**config.mk**
```make
export PLATFORM = sky130hd
export DESIGN_NAME = i2c_regbank_slave
export DESIGN_NICKNAME = d
export VERILOG_FILES = /design/src/rtl/i2c_rb_pkg.sv /design/src/rtl/i2c_line_sync.sv /design/src/rtl/i2c_reg_store.sv /design/src/rtl/i2c_target_fsm.sv /design/src/rtl/i2c_regbank_slave.sv
export SDC_FILE = /design/constraint.sdc
export NUM_CORES = 1
export LEC_CHECK = 0
export ABC_AREA = 1
export BUFFER_PORTS_ARGS = -buffer_cell sky130_fd_sc_hd__clkbuf_2
export CORE_MARGIN = 2
export CORE_UTILIZATION = 57
export DETAILED_ROUTE_END_ITERATION = 6
export HOLD_SLACK_MARGIN = 0.03
export PLACE_DENSITY = 0.83
export SYNTH_ARGS = -nofsm -noshare
export SYNTH_HDL_FRONTEND = slang
export SYNTH_SLANG_ARGS = --single-unit
```
**constraint.sdc**
```tcl
create_clock -name clk -period 2.4 [get_ports clk]
set_clock_uncertainty 0.1 [all_clocks]
set_input_delay 0.36 -clock clk [delete_from_list [all_inputs] [get_ports clk]]
set_output_delay 0.36 -clock clk [all_outputs]
set_load 0.03 [all_outputs]
```
**src/rtl/i2c_rb_pkg.sv**
```systemverilog
package i2c_rb_pkg;

    typedef enum logic [3:0] {
        ST_IDLE,
        ST_ADDR,
        ST_ADDR_ACK,
        ST_PTR,
        ST_PTR_ACK,
        ST_WDATA,
        ST_WDATA_ACK,
        ST_RDATA,
        ST_RACK,
        ST_SKIP
    } tgt_state_t;

endpackage

```
**src/rtl/i2c_line_sync.sv**
```systemverilog
module i2c_line_sync #(
    parameter int STAGES = 2
) (
    input  logic clk,
    input  logic rst,
    input  logic scl_i,
    input  logic sda_i,
    output logic scl_s,
    output logic sda_s,
    output logic scl_rise,
    output logic scl_fall,
    output logic start_det,
    output logic stop_det
);
    logic [STAGES-1:0] scl_pipe;
    logic [STAGES-1:0] sda_pipe;
    logic              scl_d;
    logic              sda_d;

    // Both lines idle high on an open-drain bus, so reset to 1.
    always_ff @(posedge clk) begin
        if (rst) begin
            scl_pipe <= '1;
            sda_pipe <= '1;
            scl_d    <= 1'b1;
            sda_d    <= 1'b1;
        end else begin
            scl_pipe <= {scl_pipe[STAGES-2:0], scl_i};
            sda_pipe <= {sda_pipe[STAGES-2:0], sda_i};
            scl_d    <= scl_pipe[STAGES-1];
            sda_d    <= sda_pipe[STAGES-1];
        end
    end

    assign scl_s     = scl_pipe[STAGES-1];
    assign sda_s     = sda_pipe[STAGES-1];
    assign scl_rise  = scl_s & ~scl_d;
    assign scl_fall  = ~scl_s & scl_d;
    // Start: SDA falls while SCL stays high. Stop: SDA rises while SCL stays high.
    assign start_det = scl_s & scl_d & sda_d & ~sda_s;
    assign stop_det  = scl_s & scl_d & ~sda_d & sda_s;

endmodule

```
**src/rtl/i2c_reg_store.sv**
```systemverilog
module i2c_reg_store #(
    parameter int NREG = 11,
    parameter int DW   = 8
) (
    input  logic                 clk,
    input  logic                 rst,
    input  logic                 wr_en,
    input  logic [DW-1:0]        wr_addr,
    input  logic [DW-1:0]        wr_data,
    input  logic [DW-1:0]        rd_addr,
    output logic [DW-1:0]        rd_data,
    output logic [NREG*DW-1:0]   regs_flat
);
    logic [NREG-1:0][DW-1:0] mem;

    always_ff @(posedge clk) begin
        if (rst) begin
            mem <= '0;
        end else if (wr_en) begin
            for (int i = 0; i < NREG; i++) begin
                if (wr_addr == DW'(i)) mem[i] <= wr_data;
            end
        end
    end

    // Out-of-range addresses read as zero.
    always_comb begin
        rd_data = '0;
        for (int i = 0; i < NREG; i++) begin
            if (rd_addr == DW'(i)) rd_data = mem[i];
        end
    end

    assign regs_flat = mem;


    oob_write_ignored_chk: assert property (@(posedge clk) disable iff (rst)
        (wr_en && wr_addr >= DW'(NREG)) |=> $stable(regs_flat));


    inrange_write_lands_chk: assert property (@(posedge clk) disable iff (rst)
        (wr_en && wr_addr == '0) |=> (regs_flat[DW-1:0] == $past(wr_data)));

endmodule

```
**src/rtl/i2c_target_fsm.sv**
```systemverilog
module i2c_target_fsm
    import i2c_rb_pkg::*;
#(
    parameter int         NREG       = 11,
    parameter int         DW         = 8,
    parameter logic [4:0] DEV_PREFIX = 5'b10110
) (
    input  logic          clk,
    input  logic          rst,
    input  logic          scl_s,
    input  logic          sda_s,
    input  logic          scl_rise,
    input  logic          scl_fall,
    input  logic          start_det,
    input  logic          stop_det,
    input  logic [1:0]    addr_sel,
    input  logic [DW-1:0] rd_data,
    output logic [DW-1:0] rd_addr,
    output logic          wr_en,
    output logic [DW-1:0] wr_addr,
    output logic [DW-1:0] wr_data,
    output logic          sda_oe
);
    localparam int CW = $clog2(DW + 1);
    localparam logic [DW-1:0] LAST = DW'(NREG - 1);

    tgt_state_t    state;
    logic [DW-1:0] shreg;
    logic [CW-1:0] cnt;
    logic [DW-1:0] ptr;
    logic          rw;
    logic          host_ack;

    logic          byte_full;
    logic          addr_hit;
    logic          receiving;
    logic [DW-1:0] ptr_adv;
    logic          ptr_load;

    assign byte_full = (cnt == CW'(DW));
    assign addr_hit  = (shreg[DW-1:1] == {DEV_PREFIX, addr_sel});
    assign receiving = (state == ST_ADDR) || (state == ST_PTR) || (state == ST_WDATA);
    assign ptr_adv   = (ptr >= LAST) ? ptr : ptr + 1'b1;
    assign ptr_load  = (state == ST_PTR) && scl_fall && byte_full;

    // State register and data path
    always_ff @(posedge clk) begin
        if (rst) begin
            state    <= ST_IDLE;
            shreg    <= '0;
            cnt      <= '0;
            ptr      <= '0;
            rw       <= 1'b0;
            host_ack <= 1'b0;
        end else if (start_det) begin
            state <= ST_ADDR;
            cnt   <= '0;
        end else if (stop_det) begin
            state <= ST_IDLE;
        end else if (receiving) begin
            if (scl_rise && !byte_full) begin
                shreg <= {shreg[DW-2:0], sda_s};
                cnt   <= cnt + 1'b1;
            end else if (scl_fall && byte_full) begin
                cnt <= '0;
                if (state == ST_ADDR) begin
                    if (addr_hit) begin
                        state <= ST_ADDR_ACK;
                        rw    <= shreg[0];
                    end else begin
                        state <= ST_SKIP;
                    end
                end else if (state == ST_PTR) begin
                    state <= ST_PTR_ACK;
                    ptr   <= shreg;
                end else begin
                    state <= ST_WDATA_ACK;
                    ptr   <= ptr_adv;
                end
            end
        end else begin
            unique case (state)
                ST_ADDR_ACK: if (scl_fall) begin
                    cnt <= '0;
                    if (rw) begin
                        state <= ST_RDATA;
                        shreg <= rd_data;
                    end else begin
                        state <= ST_PTR;
                    end
                end
                ST_PTR_ACK, ST_WDATA_ACK: if (scl_fall) begin
                    state <= ST_WDATA;
                    cnt   <= '0;
                end
                ST_RDATA: if (scl_fall) begin
                    if (cnt == CW'(DW - 1)) begin
                        state <= ST_RACK;
                        ptr   <= ptr_adv;
                        cnt   <= '0;
                    end else begin
                        shreg <= {shreg[DW-2:0], 1'b0};
                        cnt   <= cnt + 1'b1;
                    end
                end
                ST_RACK: begin
                    if (scl_rise) begin
                        host_ack <= ~sda_s;
                    end else if (scl_fall) begin
                        if (host_ack) begin
                            state <= ST_RDATA;
                            shreg <= rd_data;
                        end else begin
                            state <= ST_SKIP;
                        end
                    end
                end
                default: ;
            endcase
        end
    end

    // Outputs
    always_comb begin
        unique case (state)
            ST_ADDR_ACK, ST_PTR_ACK, ST_WDATA_ACK: sda_oe = 1'b1;
            ST_RDATA:                              sda_oe = ~shreg[DW-1];
            default:                               sda_oe = 1'b0;
        endcase
    end

    assign wr_en   = (state == ST_WDATA) && scl_fall && byte_full && !start_det && !stop_det;
    assign wr_addr = ptr;
    assign wr_data = shreg;
    assign rd_addr = ptr;


    reset_clear_chk: assert property (@(posedge clk)
        rst |=> (ptr == '0 && !sda_oe));


    oe_quiet_scl_high_chk: assert property (@(posedge clk) disable iff (rst)
        (scl_s && $past(scl_s)) |-> $stable(sda_oe));


    ptr_hold_chk: assert property (@(posedge clk) disable iff (rst)
        (ptr >= LAST && !ptr_load) |=> (ptr == $past(ptr)));


    ptr_step_chk: assert property (@(posedge clk) disable iff (rst)
        (wr_en && wr_addr < LAST) |=> (ptr == $past(wr_addr) + 1'b1));


    nack_release_chk: assert property (@(posedge clk) disable iff (rst)
        (state == ST_RACK && scl_fall && !host_ack && !start_det && !stop_det) |=> !sda_oe);

endmodule

```
**src/rtl/i2c_regbank_slave.sv**
```systemverilog
module i2c_regbank_slave #(
    parameter int         NREG        = 11,
    parameter int         DW          = 8,
    parameter int         SYNC_STAGES = 2,
    parameter logic [4:0] DEV_PREFIX  = 5'b10110
) (
    input  logic               clk,
    input  logic               rst,
    input  logic               scl_i,
    input  logic               sda_i,
    input  logic [1:0]         addr_sel,
    output logic               sda_oe,
    output logic [NREG*DW-1:0] ctrl_bits
);
    logic          scl_s, sda_s, scl_rise, scl_fall, start_det, stop_det;
    logic          wr_en;
    logic [DW-1:0] wr_addr, wr_data, rd_addr, rd_data;

    i2c_line_sync #(.STAGES(SYNC_STAGES)) u_sync (
        .clk       (clk),
        .rst       (rst),
        .scl_i     (scl_i),
        .sda_i     (sda_i),
        .scl_s     (scl_s),
        .sda_s     (sda_s),
        .scl_rise  (scl_rise),
        .scl_fall  (scl_fall),
        .start_det (start_det),
        .stop_det  (stop_det)
    );

    i2c_target_fsm #(.NREG(NREG), .DW(DW), .DEV_PREFIX(DEV_PREFIX)) u_fsm (
        .clk       (clk),
        .rst       (rst),
        .scl_s     (scl_s),
        .sda_s     (sda_s),
        .scl_rise  (scl_rise),
        .scl_fall  (scl_fall),
        .start_det (start_det),
        .stop_det  (stop_det),
        .addr_sel  (addr_sel),
        .rd_data   (rd_data),
        .rd_addr   (rd_addr),
        .wr_en     (wr_en),
        .wr_addr   (wr_addr),
        .wr_data   (wr_data),
        .sda_oe    (sda_oe)
    );

    i2c_reg_store #(.NREG(NREG), .DW(DW)) u_regs (
        .clk       (clk),
        .rst       (rst),
        .wr_en     (wr_en),
        .wr_addr   (wr_addr),
        .wr_data   (wr_data),
        .rd_addr   (rd_addr),
        .rd_data   (rd_data),
        .regs_flat (ctrl_bits)
    );

endmodule

```
Word level (Yosys, flattened, before mapping). Index checks and enable logic that the tools add are counted.

Register bits after elaboration: 120. Word-level logic and storage cells: 181. Input port bits: 6. Output and inout port bits: 89.

Add/subtract/negate cells: 2. Equality and inequality tests: 44. Bitwise logic cells: 16. $lt $le $gt $ge: 1. Reduce and logical (&&, ||, !) cells: 41. Mux-type cells: 55.

Operators with widths (number): 2-to-1 mux 8 bit (29); 2-to-1 mux 4 bit (18); equality test 8 x 3 -> 1 bit (second input constant) (4); inequality test 5 x 1 -> 1 bit (second input constant) (5); equality test 8 x 4 -> 1 bit (second input constant) (3); inequality test 3 x 1 -> 1 bit (second input constant) (8); case mux 8 bit (3 select lines) (1); AND reduction 2 bit (11); equality test 4 x 3 -> 1 bit (second input constant) (5); AND reduction 9 bit (2); equality test 8 x 2 -> 1 bit (second input constant) (2); case mux 4 bit (4 select lines) (1); AND reduction 11 bit (1); AND reduction 5 bit (2); inverter 1 bit (9); adder 8 x 1 -> 8 bit (second input constant) (1); equality test 4 x 2 -> 1 bit (second input constant) (2); equality test 4 bit (second input constant) (2); equality test 8 x 1 -> 1 bit (second input constant) (1); >= comparator 8 x 4 -> 1 bit (second input constant) (1); logical NOT 8 bit (1); inequality test 2 bit (second input constant) (4); inequality test 4 x 2 -> 1 bit (second input constant) (2); case mux 4 bit (2 select lines) (1); 23 further kinds (43).

Longest topological paths before layout.
Depth in word-level cells: 17. Mapped depth: 20. Mapped depth without buffers: 20.

By module. A second synthesis with hierarchy kept.

Cells, all modules: 855. Area, all modules: 6236.0 µm².

By module, submodules not included: i2c_reg_store (seq. area each 1761.7 µm², cells each 514, area each 4111.4 µm², times used 1); i2c_target_fsm (seq. area each 520.5 µm², cells each 317, area each 1926.8 µm², times used 1); i2c_line_sync (seq. area each 120.1 µm², cells each 24, area each 197.7 µm², times used 1).

Worst setup path before layout. No wires, ideal clock.

Path kind: reg-to-reg. Start point: reg u_fsm.ptr[0], in the netlist u_fsm.rd_addr[0]. End point: reg u_fsm.shreg[7], in the netlist u_fsm.wr_data[7]. Data arrival time: 1760 ps. Data required time: 2181 ps. Clock period less this slack: 1980 ps. Setup time: 119 ps. Path buffers: 0. Setup slack: 420 ps. Stages on the path, launching flop included: 17. Cells stage by stage: dfxtp_1 > inv_1 > ha_1 > inv_1 > nor3_4 > inv_2 > or2_0 > nand2_1 > nand2_1 > nand3_1 > nand2_1 > nand2_1 > nand3_1 > nand2_1 > nand2_1 > nand2_1 > a21oi_1.

Cells in the longest elaborated chain, start to end: 17.

RTL lines: from (decl) (RTL line i2c_target_fsm.sv:30) `logic [DW-1:0] ptr;`; from (signal assigned) (RTL line i2c_target_fsm.sv:75) `ptr <= shreg;`; from (signal assigned) (RTL line i2c_target_fsm.sv:78) `ptr <= ptr_adv;`; from (signal assigned) (RTL line i2c_target_fsm.sv:99) `ptr <= ptr_adv;`; logical NOT 8 bit (RTL line i2c_reg_store.sv:30) `if (rd_addr == DW'(i)) rd_data = mem[i];`; 2-to-1 mux 8 bit (10 in a row) (RTL line i2c_reg_store.sv:30); 2-to-1 mux 8 bit (*) (RTL line i2c_reg_store.sv:30); 2-to-1 mux 8 bit (RTL line i2c_target_fsm.sv:110) `if (host_ack) begin`; 2-to-1 mux 8 bit (RTL line i2c_target_fsm.sv:109) `end else if (scl_fall) begin`; 2-to-1 mux 8 bit (RTL line i2c_target_fsm.sv:107) `if (scl_rise) begin`; case mux 8 bit (3 select lines) (*) (RTL line i2c_target_fsm.sv:82) `unique case (state)`; 2-to-1 mux 8 bit (*) (RTL line i2c_target_fsm.sv:60) `end else if (receiving) begin`; to (signal assigned) (RTL line i2c_target_fsm.sv:62) `shreg <= {shreg[DW-2:0], sda_s};`; to (signal assigned) (RTL line i2c_target_fsm.sv:87) `shreg <= rd_data;`; to (signal assigned) (RTL line i2c_target_fsm.sv:112) `shreg <= rd_data;`; to (decl) (RTL line i2c_target_fsm.sv:28) `logic [DW-1:0] shreg;`.

Every way passes the cells marked *; elsewhere a longest branch is shown, timed or not. The select of a mux whose other input is x is not followed. A chain may end at the register's enable or synchronous reset.

Final worst setup path.
Start point: reg u_fsm.ptr[7], in the netlist u_fsm.rd_addr[7]. End point: reg u_fsm.shreg[7], in the netlist u_fsm.wr_data[7].

The elaborated chain is that of the path after synthesis.

==> metrics.cfg <==
[run_status]
status=finished clean

[grt]
grt_start_max_net_pins=103
grt.total_usage=0.311
grt_pass1_wl_um=27300
grt_overflow=0
antenna_found_initial=0
grt_pass1_vias=5501

[place]
io_buffers=94
pre_cts_slack_ps=112
dp_hpwl_um=11200
dp.cells=1058
gp_congestion=0.927
placed_area_um2=6490

[worst_setup_path]
crit_arrival_ps=2670
end_kind=flop
path_delay_family=simple AND/OR/NAND/NOR gates
worstSetupPathType=flop to flop
crit_path_max_incr_delay_ps=370
critPathLaunchType=flop
cp.buffers_inverters=1
cp_slowest_cell=dfxtp_1
path_common_cell=nand2_1
required_ps=2750
crit_path_cell_trace=nor2_4 > nand2_2 > buf_12 > nor3_4 > nand2_1 > nand2_1 > nand2_1 > nand2_1 > nand2_1 > nand2_1 > nand3_1 > nand2_1 > nand2_1 > nand3_1 > nand2_1 > nand2_1 > nand2_1 > a21oi_1
worstPathMaxFanout=12

[timing]
maxSlewHeadroom=0.572
rsz0062_at_grt=yes
setup_viol=0
setup_ws_ps=80.1
period_needed_ps=2320
fmax_mhz=431
post-route-period-util=0.967
drv_slew=0
worst_pin_slew_ps=641
hold_slack_ps=134
hold_viol_final=0
setup_tns_ps=0

[logic_synthesis]
yosysTopAreaCellShare=0.414
synth_edf_count=0
yosys_most_used_dff=dfxtp_1
synth_fp_nets=853
yosysSeqAreaShare=0.414
netlist_top_cells_area=dfxtp_1, a21oi_1, nand2_1
syn_inst=841
synth_top_area_cell=dfxtp_1
synth-seq-cells=120
ys_async_sr_fraction=0
yosys_warnings=0
ys_types=43
syn_area_per_cell_um2=6.90
netlist_area_um2=5810

[clocking]
clkTransAtPathRegs_ps=60
cts_htree_levels=4
cts_sinks=120
clk_path_buf_depth=2
cts_root_buffer=clkbuf_8
clock_latency_ps=530
cts_tree=built
numCtsBuffers=17

[cells_and_area]
final_layout_size_suffix_gt1_frac=0.236
area_delta_synth_final_pct=24.2
diodes=0
final_nets=961
fin_util=0.734
final_area_um2=7210
instances_no_fill=1092

[floorplan]
initial_core_util=0.591
die_w_um=105
die_h_um=105
dieArea_um2=11000
ios=95
rows=36
coreArea_um2=9820

[route]
drc=0
avgRoutedWirePerCell_um=15.7
wirelength_um=17200
final_antenna_net_count=0
dr_total_vias=6140
viasPerCell=5.62
dr.first_iter.drc_count=474
drt_pass1_iterations=5

[pwr]
power.leakage_nw=3.37
power_density_nw_per_um2=884
irDropWorstVdd_mv=0.571
finalPower_mw=6.38

[min_path]
hold_class=input port to flop

[flow_run]
max_cap_violations=0

-- state kept, by name, indices dropped and copies added, names as in the netlist, named ones only --
register	count
u_regs.regs_flat	88
u_fsm.wr_data	8
u_fsm.rd_addr	7
u_fsm.cnt	4
u_fsm.state	4
u_sync.scl_pipe	2
u_sync.sda_pipe	2
u_fsm.host_ack	1
u_fsm.rw	1
u_sync.scl_d	1
u_sync.sda_d	1
-- worst register-to-register path, cell delays in order, from the launching register on --
cell,delay [ps]
dfxtp_1,370
nor2_4,190
nand2_2,100
buf_12,160
nor3_4,260
nand2_1,100
nand2_1,80
nand2_1,50
nand2_1,100
nand2_1,80
nand2_1,60
nand3_1,60
nand2_1,80
nand2_1,60
nand3_1,80
nand2_1,60
nand2_1,50
nand2_1,60
a21oi_1,160
-- cells in the mapped netlist (4+ instances only) --
cell type / instances
nor3_4: 4
nand3_1: 38
o21ai_0: 98
nor2_2: 8
or2_0: 4
dfxtp_1: 120
nor3_2: 5
o21ai_1: 8
buf_2: 12
ha_1: 6
a211oi_1: 4
nand2_1: 137
clkbuf_1: 23
a21oi_1: 113
or2_1: 4
inv_2: 24
nor3_1: 8
or2_2: 6
nor2_1: 131
inv_1: 56
-- placed cells by master (no fill, tap or decap), types with 5 or more instances in the layout --
cell	instances
o21ai_1	8
inv_1	52
nor3_1	8
nand2_1	135
clkbuf_2	94
or2_2	6
nor2_2	7
o21ai_0	98
clkbuf_16	16
a21oi_1	112
nand3_1	38
inv_2	28
nand2_2	5
nor3_4	6
buf_4	27
nor2_1	129
nor2_4	7
dfxtp_1	118
-- path summary, 6_finish.rpt --
kind	slack [ps]	end	start	depth (start not counted)
worst max-delay path	80	u_fsm.wr_data[7]	u_fsm.rd_addr[7]	18
worst min-delay path	130	u_fsm.host_ack	rst	2
worst max register to register	80	u_fsm.wr_data[7]	u_fsm.rd_addr[7]	18
worst min register to register	310	u_sync.scl_pipe[1]	u_sync.scl_pipe[0]	1
-- cell type report --
| cell class | instances | area (um2) |
|---|---|---|
| repair buffers | 125 | 733 |
| multi-input cells | 604 | 3000 |
| inverters | 81 | 307 |
| fillers | 832 | 2610 |
| clock buffers | 20 | 445 |
| flip-flops and latches | 120 | 2400 |
| clock inverters | 9 | 150 |
| well taps | 133 | 166 |
-- metal layers --
| layer | global-route usage | part of all wire |
|---|---|---|
| met1 | 0.406 | 0.42 |
| met2 | 0.504 | 0.47 |
| met3 | 0.0680 | 0.079 |
| met4 | 0.117 | 0.030 |
| met5 | 0 | 0 |
-- power breakdown --
group	internal, mW	leakage, nW	switching, mW
combinational	0.464	2.11	1.10
clock	1.72	0.288	0.874
sequential	2.10	0.970	0.117
total	4.28	3.37	2.09
-- cell families (layout without fill, tap and decap cells) --
group | after synthesis | count (layout) | share of synthesized area
adders and majority gates | 6 | 6 | 0.0129
and+or+nand+nor | 359 | 360 | 0.277
buffers and inverters | 118 | 235 | 0.0810
DFF | 120 | 120 | 0.414
AOI/OAI and AO/OA | 237 | 237 | 0.214
xor gates and xnor gates | 1 | 1 | 0.00151
-- timing repair --
action	4_1_cts	5_1_grt
hold endpoints to repair	2	0
resized for setup	0	24
setup buffers	0	2
setup endpoints to repair	0	16
hold buffers	2	0
No activity file was read; power rests on OpenSTA's default activity.
